## src/rtl/keyscan_pkg.sv

```systemverilog
package keyscan_pkg;
  localparam int CODE_W = 4;
  localparam int LINES  = 4;
  localparam int ADDR_W = 6;

  typedef enum logic [1:0] {
    ST_SCAN     = 2'd0,
    ST_DEBOUNCE = 2'd1,
    ST_HELD     = 2'd2
  } scanState_t;

  typedef struct packed {
    logic advance;   // step to next scan position
    logic loadCand;  // capture candidate address
    logic clrCnt;    // zero the sample counter
    logic incCnt;    // count one sample
    logic latchKey;  // candidate becomes the reported key
  } scanStrobes_t;
endpackage

```

## src/rtl/keyscan_datapath.sv

```systemverilog
module keyscan_datapath
  import keyscan_pkg::*;
#(
  parameter int SCAN_STEP = 2500,
  parameter int DEBOUNCE  = 64
) (
  input  logic               clk,
  input  logic               rstN,
  input  logic               scanOff,
  input  logic               wideMode,
  input  logic [LINES-1:0]   retLines,
  input  logic               fetchReq,
  input  scanStrobes_t       str,
  output logic               tick,
  output logic               hit,
  output logic               candClosed,
  output logic               cntDone,
  output logic [CODE_W-1:0]  scanCode,
  output logic [7:0]         keyData,
  output logic               keyReady
);
  localparam int STEP_W = (SCAN_STEP > 1) ? $clog2(SCAN_STEP) : 1;
  localparam int DB_W   = $clog2(DEBOUNCE + 1);

  logic [STEP_W-1:0] stepCnt;
  logic [DB_W-1:0]   dbCnt;
  logic [ADDR_W-1:0] candAddr, keyAddr;
  logic [1:0]        hitLine;
  logic [LINES-1:0]  liveLines;

  // step timer: one sample per SCAN_STEP cycles while enabled
  always_ff @(posedge clk or negedge rstN) begin
    if (!rstN) stepCnt <= '0;
    else if (scanOff || tick) stepCnt <= '0;
    else stepCnt <= stepCnt + 1'b1;
  end
  assign tick = !scanOff && (stepCnt == STEP_W'(SCAN_STEP - 1));

  always_ff @(posedge clk or negedge rstN) begin
    if (!rstN) scanCode <= '0;
    else if (str.advance) scanCode <= scanCode + 1'b1;
  end

  // narrow mode only looks at line 0
  assign liveLines = wideMode ? retLines : {{(LINES-1){1'b0}}, retLines[0]};
  assign hit = |liveLines;

  always_comb begin
    hitLine = 2'd0;
    for (int i = LINES - 1; i >= 0; i--)
      if (liveLines[i]) hitLine = 2'(i);
  end

  always_ff @(posedge clk or negedge rstN) begin
    if (!rstN) candAddr <= '0;
    else if (str.loadCand) candAddr <= {hitLine, scanCode};
  end
  assign candClosed = retLines[candAddr[5:4]];

  always_ff @(posedge clk or negedge rstN) begin
    if (!rstN) dbCnt <= '0;
    else if (str.clrCnt) dbCnt <= '0;
    else if (str.incCnt) dbCnt <= dbCnt + 1'b1;
  end
  assign cntDone = (dbCnt == DB_W'(DEBOUNCE - 1));

  // reported key, flag and output register
  always_ff @(posedge clk or negedge rstN) begin
    if (!rstN) begin
      keyAddr  <= '0;
      keyReady <= 1'b0;
      keyData  <= '0;
    end else begin
      if (fetchReq) begin
        keyData  <= {keyReady, 1'b0, keyAddr};
        keyReady <= 1'b0;
      end
      if (str.latchKey) begin
        keyAddr  <= candAddr;
        keyReady <= 1'b1;
      end
    end
  end

  p_frozen_r8: assert property (@(posedge clk) disable iff (!rstN)
    scanOff |=> $stable(scanCode));
  p_fetch_clears_r6: assert property (@(posedge clk) disable iff (!rstN)
    (fetchReq && !str.latchKey) |=> !keyReady);
  p_narrow_upper_r3: assert property (@(posedge clk) disable iff (!rstN)
    (str.latchKey && !wideMode && $past(!wideMode)) |=> (keyAddr[5:4] == 2'b00));
endmodule

```

## src/rtl/keyscan_ctrl.sv

```systemverilog
module keyscan_ctrl
  import keyscan_pkg::*;
(
  input  logic         clk,
  input  logic         rstN,
  input  logic         scanOff,
  input  logic         tick,
  input  logic         hit,
  input  logic         candClosed,
  input  logic         cntDone,
  input  logic         keyReady,
  output scanStrobes_t str
);
  scanState_t state, nextState;

  always_comb begin
    str       = '0;
    nextState = state;
    unique case (state)
      ST_SCAN: if (tick) begin
        if (hit) begin
          str.loadCand = 1'b1;
          str.clrCnt   = 1'b1;
          nextState    = ST_DEBOUNCE;
        end else begin
          str.advance = 1'b1;
        end
      end
      ST_DEBOUNCE: begin
        if (scanOff) nextState = ST_SCAN;
        else if (tick) begin
          if (!candClosed) begin
            str.advance = 1'b1;
            nextState   = ST_SCAN;
          end else if (cntDone) begin
            str.latchKey = 1'b1;
            str.clrCnt   = 1'b1;
            nextState    = ST_HELD;
          end else begin
            str.incCnt = 1'b1;
          end
        end
      end
      ST_HELD: if (tick) begin
        if (candClosed) str.clrCnt = 1'b1;
        else if (!cntDone) str.incCnt = 1'b1;
        else if (!keyReady) begin
          str.advance = 1'b1;
          str.clrCnt  = 1'b1;
          nextState   = ST_SCAN;
        end
      end
      default: nextState = ST_SCAN;
    endcase
  end

  always_ff @(posedge clk or negedge rstN) begin
    if (!rstN) state <= ST_SCAN;
    else state <= nextState;
  end

  p_advance_on_tick_r1: assert property (@(posedge clk) disable iff (!rstN)
    str.advance |-> tick);
  p_latch_closed_r4: assert property (@(posedge clk) disable iff (!rstN)
    str.latchKey |-> candClosed);
  p_held_lockout_r7: assert property (@(posedge clk) disable iff (!rstN)
    (state == ST_HELD && keyReady) |-> (!str.loadCand && !str.advance));
endmodule

```

## src/rtl/keyscan_lockout.sv

```systemverilog
module keyscan_lockout
  import keyscan_pkg::*;
#(
  parameter int SCAN_STEP = 2500,
  parameter int DEBOUNCE  = 64
) (
  input  logic       clk,
  input  logic       rstN,
  input  logic       scanOff,
  input  logic       wideMode,
  input  logic [3:0] retLines,
  input  logic       fetchReq,
  output logic [3:0] scanCode,
  output logic [7:0] keyData,
  output logic       keyReady,
  output logic       kbIrqN
);
  scanStrobes_t str;
  logic tick, hit, candClosed, cntDone;

  keyscan_datapath #(.SCAN_STEP(SCAN_STEP), .DEBOUNCE(DEBOUNCE)) u_dp (
    .clk(clk), .rstN(rstN), .scanOff(scanOff), .wideMode(wideMode),
    .retLines(retLines), .fetchReq(fetchReq), .str(str), .tick(tick),
    .hit(hit), .candClosed(candClosed), .cntDone(cntDone),
    .scanCode(scanCode), .keyData(keyData), .keyReady(keyReady)
  );

  keyscan_ctrl u_ctrl (
    .clk(clk), .rstN(rstN), .scanOff(scanOff), .tick(tick), .hit(hit),
    .candClosed(candClosed), .cntDone(cntDone), .keyReady(keyReady),
    .str(str)
  );

  assign kbIrqN = ~keyReady;
endmodule

```

## config.mk

```make
export PLATFORM = sky130hd
export DESIGN_NAME = keyscan_lockout
export DESIGN_NICKNAME = d
export VERILOG_FILES = /design/src/rtl/keyscan_pkg.sv /design/src/rtl/keyscan_datapath.sv /design/src/rtl/keyscan_ctrl.sv /design/src/rtl/keyscan_lockout.sv
export SDC_FILE = /design/constraint.sdc
export NUM_CORES = 1
export LEC_CHECK = 0
export BUFFER_PORTS_ARGS = -buffer_cell sky130_fd_sc_hd__buf_2
export CORE_MARGIN = 10
export CORE_UTILIZATION = 25
export DETAILED_ROUTE_END_ITERATION = 12
export HOLD_SLACK_MARGIN = 0.03
export PLACE_DENSITY = 0.47
export SLEW_MARGIN = 20
export SYNTH_ARGS = -nofsm -noshare
export SYNTH_HDL_FRONTEND = slang
export SYNTH_HIERARCHICAL = 1
export SYNTH_SLANG_ARGS = --single-unit
```

## constraint.sdc

```tcl
create_clock -name clk -period 3.3 [get_ports clk]
set_clock_uncertainty 0.05 [all_clocks]
set_input_delay 0.33 -clock clk [delete_from_list [all_inputs] [get_ports clk]]
set_output_delay 0.33 -clock clk [all_outputs]
set_load 0.1 [all_outputs]
```

==> results by group <==
Status
  – Status: finished clean

Floorplanning
  – Row count: 34
  – Die height: around 110 µm
  – Die width: 115 µm
  – Area of the die: 13100 µm²
  – Core area: 8720 µm²
  – IO Pins: 23
  – Initial core utilization: between 20 and 30%

GRT
  – Vias in the first global route: approximately 1600
  – Antenna violations before repair: 0
  – Global-route usage over all layers: a little over 7%
  – First-pass GRT wire length: 7760 µm
  – Grt ovf: 0
  – Largest net degree at the start of global routing: 36

Clocking
  – H-tree depth: 2
  – Clock Tree Buf Depth: 2
  – Post-CTS Hold Buffers: 0
  – Post_cts resized: 0
  – Clock transition at path regs: ~0.09 ns
  – # Post-CTS Setup Buffers: 0
  – CTS Buf Count: 5
  – Clock sink total: 45
  – CTS root buffer: clkbuf_8
  – CTS tree: done
  – Skew-Pair Late Insertion Delay: about 0.30 ns

Setup path
  – Most used cell along the critical path: buf_4
  – Worst Setup End Kind: register
  – Max stage delay on crit path: 0.57 ns
  – CP Buf/Inv Count: 2
  – Top delay family on crit path: simple AND/OR/NAND/NOR gates
  – Startpoint Class: register
  – CP cell instances: or4_4 -> nor2_1 -> nor4b_1 -> buf_4 -> nand2_1 -> nor3_1 -> buf_4 -> nand4_1 -> or3_1 -> a21oi_1
  – Reg2reg end: u_dp/dbCnt[6]$_DFFE_PN0P_
  – Largest fanout on the critical path: 8
  – CP required: about 3.5 ns
  – Reg2Reg Setup Slack: 0.63 ns
  – Critical Path Slowest Stage Cell: or4_4
  – R2R cell count: 10
  – Critical path type: register to register
  – Critical Path AT: roughly 2.9 ns
  – R2R Path Start: u_dp/stepCnt[4]$_DFF_PN0_

STA
  – # setup viols final: 0
  – RSZ-0062 raised after global routing: no
  – Normalized max-slew margin: 45.6%
  – Tcrit/Tclk final: 80.8%
  – Final worst setup slack: 0.633 ns
  – Final Max Tran Viols: 0
  – Worst slew pin tran: 0.816 ns
  – Fmax: 375 MHz
  – Hold Fails Final Rpt: 0
  – Tmin final: 2.67 ns
  – Setup TNS: 0 ns
  – Min Hold Slack: 0.0647 ns

Yosys
  – Area contributors post-synth: dfrtp_1 (50%), mux2_2 (9.6%), ha_1 (3.9%)
  – Synth Flop Type: dfrtp_1
  – Yosys warns: 6
  – Post-synth EDFFs: 0
  – Sequential area share after synthesis: 50.4%
  – Netlist cell types: 47
  – Syn Inst Count: slightly below 200
  – Synth top area share: 50.4%
  – Mapped Nets: approximately 210
  – Syn Area/Cell: 11.3 µm²
  – Synth area leader: dfrtp_1
  – #FFs+latches synth: between 40 and 50
  – Post-Syn Area: approximately 2200 µm²
  – Asr flop ratio synth: 100%

Final layout
  – Non-filler cells, final: about 330
  – Layout cell share with drive strength beyond 1: 27.6%
  – ANT cells: 0
  – Fin area: 2570 µm²
  – Layout Area Growth over Synthesis: 14.8%
  – Post-layout util: 29.4%
  – Nets: 240

Detailed routing
  – Drt initial violations: between 50 and 60
  – Drt via density: roughly 4.6
  – Total Wirelength: 4430 µm
  – Post-DRT Antenna Nets: 0
  – Average wire per standard cell: 13.3 µm
  – Drc violations: 0
  – DR pass1 iterations: 4
  – Via Count: about 1500

Power
  – Pwr Total: roughly 1 mW
  – Worst IR Drop VDD: 218 µV
  – PwrDens: 381 nW/µm²
  – Leakage power: 1.19 nW

Placement
  – Pre-CTS WS: 0.638 ns
  – DP Wirelength: 3210 µm
  – Port bufs: 21
  – DP Cell Count: 325
  – Routability congestion estimate from global placement: 0.819
  – DP Area: 2470 µm²

Hold path
  – Worst hold path type: input port to asynchronous set/reset pin

Flow run
  – Max Cap Violations: 0
-- layout by cell type (no fill, tap or decap), types with 4 or more instances in the layout --
master    Yosys  layout
a21oi_1      14      14
buf_2         0      21
clkbuf_8      0       5
dfrtp_1      45      45
ha_1          7       7
inv_1        12      12
mux2_2       19      19
nand2_1      10      10
nand3_1       5       5
nand4_1       5       5
nor2_1       12      12
o21ai_0       9       9
or3_1         4       4
xnor2_1       4       4
xor2_1        6       6
-- layer usage --
metal / wire (µm) / track usage, % / vias up
met2: 2150 / 11.6 / 18
met1: 2090 / 8.74 / 762
met5: 0 / 0 / -
li1: - / - / 763
met3: 98 / 1.68 / 5
met4: 90 / 3.51 / 0
-- Yosys cell counts (5+ instances only) --
cell type and instances:
mux2_2 19, o21ai_0 9, nand2_1 10, a21oi_1 14
dfrtp_1 45, ha_1 7, nor2_1 12, nand4_1 5
inv_1 12, xor2_1 6, nand3_1 5
-- kinds of logic after synthesis --
kind of cell    count (synthesis)  share of synthesized area [%]
mux                            21                           11.0
other cells                     1                          0.168
xor+xnor                       10                           3.92
fa+ha+maj                       7                           3.92
flops                          45                           50.4
simple gates                   60                           15.9
compound gates                 37                           11.4
buf+inv                        17                           3.36
-- report_power, final --
| part | switching, mW | internal, mW |
|---|---|---|
| sequential | 0.00273 | 0.554 |
| clock | 0.215 | 0.160 |
| combinational | 0.0322 | 0.0141 |
-- how the worst max path moves through the flow --
stage / endpoint / cells after the start / start
6_report: u_dp/dbCnt[6]$_DFFE_PN0P_ / 10 / u_dp/stepCnt[4]$_DFF_PN0_
5_1_grt: u_dp/dbCnt[6]$_DFFE_PN0P_ / 10 / u_dp/stepCnt[2]$_DFF_PN0_
4_1_cts: u_dp/dbCnt[5]$_DFFE_PN0P_ / 10 / u_dp/stepCnt[4]$_DFF_PN0_
3_5_place_dp: u_dp/dbCnt[5]$_DFFE_PN0P_ / 10 / u_dp/stepCnt[2]$_DFF_PN0_
3_3_place_gp: u_dp/dbCnt[5]$_DFFE_PN0P_ / 10 / u_dp/stepCnt[2]$_DFF_PN0_
2_1_floorplan: u_dp/dbCnt[6]$_DFFE_PN0P_ / 8 / u_dp/stepCnt[4]$_DFF_PN0_
-- cell type report --
cell class | instances | area, µm²
Inverter | 12 | 45.0
Clock inverter | 3 | 28.8
Sequential cell | 45 | 1130
Multi-Input combinational cell | 136 | 1030
Timing Repair Buffer | 24 | 128
Fill cell | 902 | 6150
Tap cell | 108 | 135
Clock buffer | 5 | 68.8
-- flip-flops by register name (all words and copies together) (netlist names) --
signal,flops
u_dp/dbCnt,7
u_ctrl/state,2
u_dp/keyData,7
u_dp/keyAddr,6
u_dp/candAddr,6
u_dp/scanCode,4
u_dp/stepCnt,12
u_dp/keyReady,1
-- worst register-to-register path: stages, from the launching register on --
cell     delay, ns
dfrtp_1       0.44
or4_4         0.57
nor2_1        0.10
nor4b_1       0.24
buf_4         0.21
nand2_1       0.06
nor3_1        0.13
buf_4         0.17
nand4_1       0.15
or3_1         0.34
a21oi_1       0.14
Note: power is estimated with default switching activity, not from simulation.
